===== src/rtl/dsel_pkg.sv =====
package dsel_pkg;

    localparam int DEF_TYPE_W = 3;
    localparam logic [7:0] DEF_HP_MASK = 8'b0011_1000;

    typedef enum logic [2:0] {
        ST_LOW    = 3'd0,
        ST_DETECT = 3'd1,
        ST_HOLD   = 3'd2,
        ST_FORCED = 3'd3,
        ST_BATT   = 3'd4
    } dsel_state_e;

endpackage


===== src/rtl/dsel_type_classify.sv =====
module dsel_type_classify #(
    parameter int                      TYPE_W  = 3,
    parameter logic [(1<<TYPE_W)-1:0]  HP_MASK = 8'b0011_1000
) (
    input  logic [TYPE_W-1:0] type_i,
    output logic              high_pwr_o
);
    localparam int N_CODES = 1 << TYPE_W;

    logic [N_CODES-1:0] hit;

    // one comparator per class code, enabled by its mask bit
    for (genvar g = 0; g < N_CODES; g++) begin : g_code
        if (HP_MASK[g]) begin : g_on
            assign hit[g] = (type_i == TYPE_W'(g));
        end else begin : g_off
            assign hit[g] = 1'b0;
        end
    end

    assign high_pwr_o = |hit;
endmodule


===== src/rtl/dsel_result_latch.sv =====
module dsel_result_latch (
    input  logic clk,
    input  logic rst_n,
    input  logic present_i,
    input  logic done_i,
    input  logic high_pwr_i,
    output logic hp_next_o,
    output logic hp_q_o
);
    // input removal wins over a result arriving in the same cycle
    always_comb begin
        if (!present_i)
            hp_next_o = 1'b0;
        else if (done_i)
            hp_next_o = high_pwr_i;
        else
            hp_next_o = hp_q_o;
    end

    always_ff @(posedge clk or negedge rst_n) begin
        if (!rst_n)
            hp_q_o <= 1'b0;
        else
            hp_q_o <= hp_next_o;
    end
endmodule


===== src/rtl/dsel_fsm.sv =====
module dsel_fsm
    import dsel_pkg::*;
(
    input  logic clk,
    input  logic rst_n,
    input  logic batt_block_i,
    input  logic force_ok_i,
    input  logic busy_ok_i,
    input  logic hp_i,
    output logic sel_o
);
    dsel_state_e state_q, state_d, target;
    logic        sel_q;

    // fixed priority: battery low, force, detection, latched result
    always_comb begin
        if (batt_block_i)
            target = ST_BATT;
        else if (force_ok_i)
            target = ST_FORCED;
        else if (busy_ok_i)
            target = ST_DETECT;
        else if (hp_i)
            target = ST_HOLD;
        else
            target = ST_LOW;
    end

    always_comb begin
        state_d = state_q;
        unique case (state_q)
            ST_LOW:    state_d = target;
            ST_DETECT: state_d = target;
            ST_HOLD:   state_d = target;
            ST_FORCED: state_d = target;
            ST_BATT:   state_d = target;
            default:   state_d = ST_LOW;
        endcase
    end

    // state register
    always_ff @(posedge clk or negedge rst_n) begin
        if (!rst_n)
            state_q <= ST_LOW;
        else
            state_q <= state_d;
    end

    // output register
    always_ff @(posedge clk or negedge rst_n) begin
        if (!rst_n)
            sel_q <= 1'b0;
        else
            sel_q <= (state_d == ST_DETECT) || (state_d == ST_HOLD) ||
                     (state_d == ST_FORCED);
    end

    assign sel_o = sel_q;
endmodule


===== src/rtl/dsel_mux_ctrl.sv =====
module dsel_mux_ctrl
    import dsel_pkg::*;
#(
    parameter int                      TYPE_W  = DEF_TYPE_W,
    parameter logic [(1<<TYPE_W)-1:0]  HP_MASK = DEF_HP_MASK
) (
    input  logic              clk,
    input  logic              rst_n,
    input  logic              det_auto_en_i,
    input  logic              det_force_i,
    input  logic              det_busy_i,
    input  logic              det_done_i,
    input  logic [TYPE_W-1:0] det_type_i,
    input  logic              in_present_i,
    input  logic              otg_on_i,
    input  logic              batt_only_i,
    input  logic              force_sel_i,
    output logic              sel_o
);
    logic det_en;
    logic busy_ok;
    logic done_ok;
    logic force_ok;
    logic batt_block;
    logic code_hp;
    logic hp_next;
    logic hp_q;

    assign det_en     = det_auto_en_i | det_force_i;
    assign busy_ok    = det_busy_i & det_en;
    assign done_ok    = det_done_i & det_en;
    assign force_ok   = force_sel_i & (in_present_i | otg_on_i);
    assign batt_block = batt_only_i & ~otg_on_i;

    dsel_type_classify #(
        .TYPE_W  (TYPE_W),
        .HP_MASK (HP_MASK)
    ) u_classify (
        .type_i     (det_type_i),
        .high_pwr_o (code_hp)
    );

    dsel_result_latch u_latch (
        .clk        (clk),
        .rst_n      (rst_n),
        .present_i  (in_present_i),
        .done_i     (done_ok),
        .high_pwr_i (code_hp),
        .hp_next_o  (hp_next),
        .hp_q_o     (hp_q)
    );

    dsel_fsm u_fsm (
        .clk          (clk),
        .rst_n        (rst_n),
        .batt_block_i (batt_block),
        .force_ok_i   (force_ok),
        .busy_ok_i    (busy_ok),
        .hp_i         (hp_next),
        .sel_o        (sel_o)
    );

    logic unused_hp;
    assign unused_hp = hp_q;
endmodule


===== config.mk =====
export PLATFORM = sky130hd
export DESIGN_NAME = dsel_mux_ctrl
export DESIGN_NICKNAME = d
export VERILOG_FILES = /design/src/rtl/dsel_pkg.sv /design/src/rtl/dsel_type_classify.sv /design/src/rtl/dsel_result_latch.sv /design/src/rtl/dsel_fsm.sv /design/src/rtl/dsel_mux_ctrl.sv
export SDC_FILE = /design/constraint.sdc
export NUM_CORES = 1
export LEC_CHECK = 0
export BUFFER_PORTS_ARGS = -buffer_cell sky130_fd_sc_hd__buf_2
export CORE_AREA = 5 5 42 44
export CTS_BUF_LIST = sky130_fd_sc_hd__clkbuf_16
export DETAILED_ROUTE_END_ITERATION = 16
export DIE_AREA = 0 0 47 49
export GPL_ROUTABILITY_DRIVEN = 0
export GPL_TIMING_DRIVEN = 0
export PLACE_DENSITY = 0.48
export SLEW_MARGIN = 20
export SYNTH_ARGS = -nofsm -noshare
export SYNTH_HDL_FRONTEND = slang
export SYNTH_HIERARCHICAL = 1
export SYNTH_SLANG_ARGS = --single-unit

===== constraint.sdc =====
create_clock -name clk -period 1.5 [get_ports clk]
set_input_delay 0.45 -clock clk [delete_from_list [all_inputs] [get_ports clk]]
set_output_delay 0.45 -clock clk [all_outputs]
set_load 0.01 [all_outputs]

# After elaboration in Yosys (flattened, before gate mapping)
# Index checks and enable logic that the tools add are counted.
# Widths: inputs -> output; s select.
# op_classes
eq_ne	10
muxes	7
bitwise_logic	7
n_reduce_logical	5
# ops
operator	n
$eq 3x2->1 const B	5
$mux 3	4
$eq 3x3->1 const B	3
$eq 3x1->1 const B	2
$reduce_or 5->1	1
$and 1x1->1	4
$logic_not 3->1	1
$reduce_or 3->1	1
$logic_or 1x1->1	2
$mux 1	2
$mux 2	1
$or 1x1->1	2
$not 1->1	1
# totals
regBits	5
in_bits	13
output_inout_bits	1
wordCells	32

# Depth between registers and ports, before layout
# depth
ltp_word	12
depth_mapped	6
ltp_nobuf	6

# Modules after synthesis
# The synthesis kept the hierarchy.
# modules_own_cells
module	instances	cells_each	area_per_inst_um2	seq_area_each_um2
dsel_fsm	1	13	157.7	100.1
dsel_result_latch	1	3	41.3	25.0
dsel_mux_ctrl	1	4	28.8	0.0
dsel_type_classify	1	2	13.8	0.0

# Least setup slack after synthesis
# No wires, ideal clock.
# synth_path
kind	input to register
start	input port det_force_i
end	register u_fsm.state_q[1]
setup_ps	87
t_arrival_ps	1167
required_ps	1413
setup_slack_ps	246
cell_stages	5
path_buffers	0
cell_sequence	o21a_1 > mux2i_1 > nor2b_1 > nand2b_1 > a211oi_2
# synth_via
elab_chain_cells	9
word_cells_on_any_way	10
cone_classes	mux (7); bitwise (3)
# synth_lines
element	line_no	source
from (decl)	dsel_mux_ctrl.sv:10	input logic det_force_i,
$or 1x1->1	dsel_mux_ctrl.sv:29	assign det_en = det_auto_en_i | det_force_i;
$and 1x1->1	dsel_mux_ctrl.sv:31	assign done_ok = det_done_i & det_en;
$mux 1	dsel_result_latch.sv:14	else if (done_i)
$mux 1	dsel_result_latch.sv:12	if (!present_i)
via hp_next	dsel_mux_ctrl.sv:26	logic hp_next;
$mux 2	dsel_fsm.sv:23	else if (hp_i)
$mux 3	dsel_fsm.sv:21	else if (busy_ok_i)
$mux 3	dsel_fsm.sv:19	else if (force_ok_i)
$mux 3	dsel_fsm.sv:17	if (batt_block_i)
$mux 3	dsel_fsm.sv:31	unique case (state_q)
via u_fsm.state_d[1]	dsel_fsm.sv:12	dsel_state_e state_q, state_d, target;
to (signal assigned)	dsel_fsm.sv:46	state_q <= state_d;
to (decl)	dsel_fsm.sv:12	
# The timed path passes the listed nets, and every way through them passes these cells.

# Worst setup path after layout
# layout_path
start	input port det_force_i
end	register u_fsm.state_q[1]
# layout_via
elab_chain_cells	9
word_cells_on_any_way	10
cone_classes	mux (7); bitwise (3)
# layout_lines
element	line_no	source
$or 1x1->1	dsel_mux_ctrl.sv:29	
$and 1x1->1	dsel_mux_ctrl.sv:31	
via done_ok	dsel_mux_ctrl.sv:22	logic done_ok;
$mux 1	dsel_result_latch.sv:14	
$mux 1	dsel_result_latch.sv:12	
via hp_next	dsel_mux_ctrl.sv:26	
$mux 2	dsel_fsm.sv:23	
$mux 3	dsel_fsm.sv:21	
$mux 3	dsel_fsm.sv:19	
$mux 3	dsel_fsm.sv:17	
$mux 3	dsel_fsm.sv:31	
via u_fsm.state_d[1]	dsel_fsm.sv:12	
# The timed path passes the listed nets, and every way through them passes these cells.

==> out/qor.csv <==
metric,value,unit
crit path DAT,1370,ps
chip width,47,um
hold crit path type,input port to async pin,
Power Density,1560,nW/um^2
highest net fanout along the worst path,3,
post-CTS setup repair buffer count,0,
top post-synthesis cells by area,"dfrtp_1 52%, o21a_1 12%, mux2i_1 8.3%",
switching share of power,17.4,%
Fillers,152,
CP cell instances,buf_2 -> o21a_1 -> mux2i_1 -> nor2b_1 -> nand2b_1 -> a211oi_2,
antenna violations before repair,0,
run status,completed,
Ys Warns,6,
DIE AREA,2300,sq um
worst skew pair latency,230,ps
post_cts resized,0,
main flop type after synthesis,dfrtp_1,
top post-synthesis cells by count,"5 x dfrtp_1, 4 x o21a_1, 3 x nor3_1",
Crit path max-delay family,compound AO/OA/AOI/OAI gates,
CTS HTree Levels,1,
CP Capture Type,flip-flop,
P&R area growth vs syn,67.9,%
Pint,0.000521,W
total negative setup slack,0,ps
Detailed Routing Iterations Pass 1,3,
Seq. cell area,125,sq um
GRT busiest layer,met2,
Synth Net Count,35,
RSZ-0062 raised after global routing,false,
CTS tree,yes,
DR iter-0 viols,7,
FF-to-FF End,u_fsm/state_q[1]$_DFF_PN0_,
first-pass GRT wire length,876,um
Residual DRC,0,
final core occ,28.9,%
critical path's largest stage delay,230,ps
Routed Antenna Nets,0,
leading area contributor after synthesis,dfrtp_1,
WL final,552,um
sequential area share after synthesis,51.8,%
Post-Syn Instances,22,
Max Fclk,0.807,GHz
Comb pwr share,8.7,%
DR vias/cell,3.78,
"Slowest-stage cell, CP",a211oi_2,
initial core utilization,17.2,%
LEAKAGE,0.202,nW
grt total ovfl,0,
vias,208,
Placed Area,327,sq um
area occupied by multi-input gates,113,sq um
CTS Sinks,5,
CTS Buf Count,3,
Longest Clk Path Bufs,2,
Yosys top cell area share,51.8,%
CTS root buf,clkbuf_16,
Mapped Area,241,sq um
largest net degree at the start of global routing,6,
Async SR Flop Fraction,100,%
clock power share,67.5,%
IO Pins,14,
met2 Track Usage GR,7.24,%
"Avg Cell Area, Syn",11.0,sq um
Max Cap Viol,0,
Rel. slew slack,82.1,%
core area,1400,sq um
Std-Cell Rows,14,
largest vdd supply drop,0.00116,V
HPWL Detailed,420,um
Layout Nets,53,
hold-fix buffers at CTS,0,
met3 usage in global routing,7.01,%
I/O Buffers,13,
Synth Register Bits,5,
vias in the first global route,220,
Worst Path Required,1630,ps
GR Util All Layers,5.94,%
share of layout cells above drive strength 1,46.2,%
die span in y,49,um
switching power,0.000110,W
clock-pin slew on the worst setup and hold paths,30,ps
FF-to-FF setup slack,510,ps
WP buf/inv,1,
Final Hold Vio Count,0,
most common cell in the netlist,dfrtp_1,
Slew @ Worst Pin,268,ps
Post-synth EDFFs,0,
DR WL/cell,10.0,um
Reg2Reg Depth,4,
Finished Cell Area,405,sq um
synth unique cells,11,
clk_skew,3.17,ps
Hold WS,28.6,ps
Final period util,82.6,%
startpoint type of the worst setup path,input port,
Final Max Slew Viols,0,
Worst R2R Start,u_latch/hp_q_o$_DFF_PN0_,
Final min period,1240,ps
grt met1 use,6.00,%
Worst Setup Path Type,input port to flip-flop,
setup violators final,0,
sequential share of power,23.8,%
diode count,0,
==> kinds of logic after synthesis <==
kind of cell    Yosys count  share of synthesized area, %
compound gates            5                          17.6
buf+inv                   1                          1.55
flops                     5                          51.8
mux                       2                          8.29
simple gates              9                          20.7
==> placed cells by master (no fill, tap or decap) <==
master	synthesis	final
mux2i_1	2	2
inv_1	1	2
nor2b_1	2	2
dfrtp_1	5	5
nand2b_1	1	1
nor3_1	3	3
nand2_1	1	1
and2b_2	1	1
buf_2	0	13
a211oi_2	1	1
clkbuf_16	0	3
o21a_1	4	4
nor2_1	1	1
==> routing by layer <==
metal / up-vias / part of all wire, %
li1: 109 / -
met1: 85 / 39
met2: 14 / 39
met3: 0 / 21
met4: 0 / 0
met5: - / 0
==> how the worst max path moves through the flow <==
stage                                             to  slack, ps  depth (start not counted)          start
final                     u_fsm/state_q[1]$_DFF_PN0_        260                          6    det_force_i
after global routing      u_fsm/state_q[1]$_DFF_PN0_        160                          6  det_type_i[2]
after detailed placement  u_fsm/state_q[1]$_DFF_PN0_         40                          6    det_force_i
after floorplan           u_fsm/state_q[1]$_DFF_PN0_        250                          5    det_force_i
after CTS                 u_fsm/state_q[1]$_DFF_PN0_        240                          6    det_force_i
after global placement    u_fsm/state_q[1]$_DFF_PN0_         50                          6    det_force_i
==> through the flow <==
| step | power [W] | setup WS [ps] | instances |
|---|---|---|---|
| 2_1_floorplan | 0.000180 | 246 | 22 |
| 3_3_place_gp | 0.000207 | 48.8 | 51 |
| 3_5_place_dp | 0.000207 | 39.9 | 51 |
| 4_1_cts | 0.000638 | 244 | 55 |
| 5_1_grt | 0.000665 | 160 | 55 |
| 6_report | 0.000632 | 261 | 55 |
==> power by group through the flow <==
stage / registers, W / clock network [W] / logic [W]
2_1_floorplan: 0.000153 / 0 / 0.0000271
3_3_place_gp: 0.000152 / 0 / 0.0000557
3_5_place_dp: 0.000152 / 0 / 0.0000554
4_1_cts: 0.000150 / 0.000431 / 0.0000563
5_1_grt: 0.000151 / 0.000452 / 0.0000625
6_report: 0.000150 / 0.000427 / 0.0000547
==> sequential cells by signal, summed over array words and instances (netlist names) <==
register	cells
u_latch/hp_q_o	1
u_fsm/state_q	3
u_fsm/sel_o	1
==> layout make-up <==
type / count / share of cell area [%]
flip-flops and latches: 5 / 30.9
multi-input cells: 16 / 27.8
clock buffers: 3 / 18.5
repair buffers: 13 / 16.0
well taps: 16 / 4.94
clock inverters: 1 / 0.926
inverters: 1 / 0.926
Note: power is estimated with default switching activity, not from simulation.
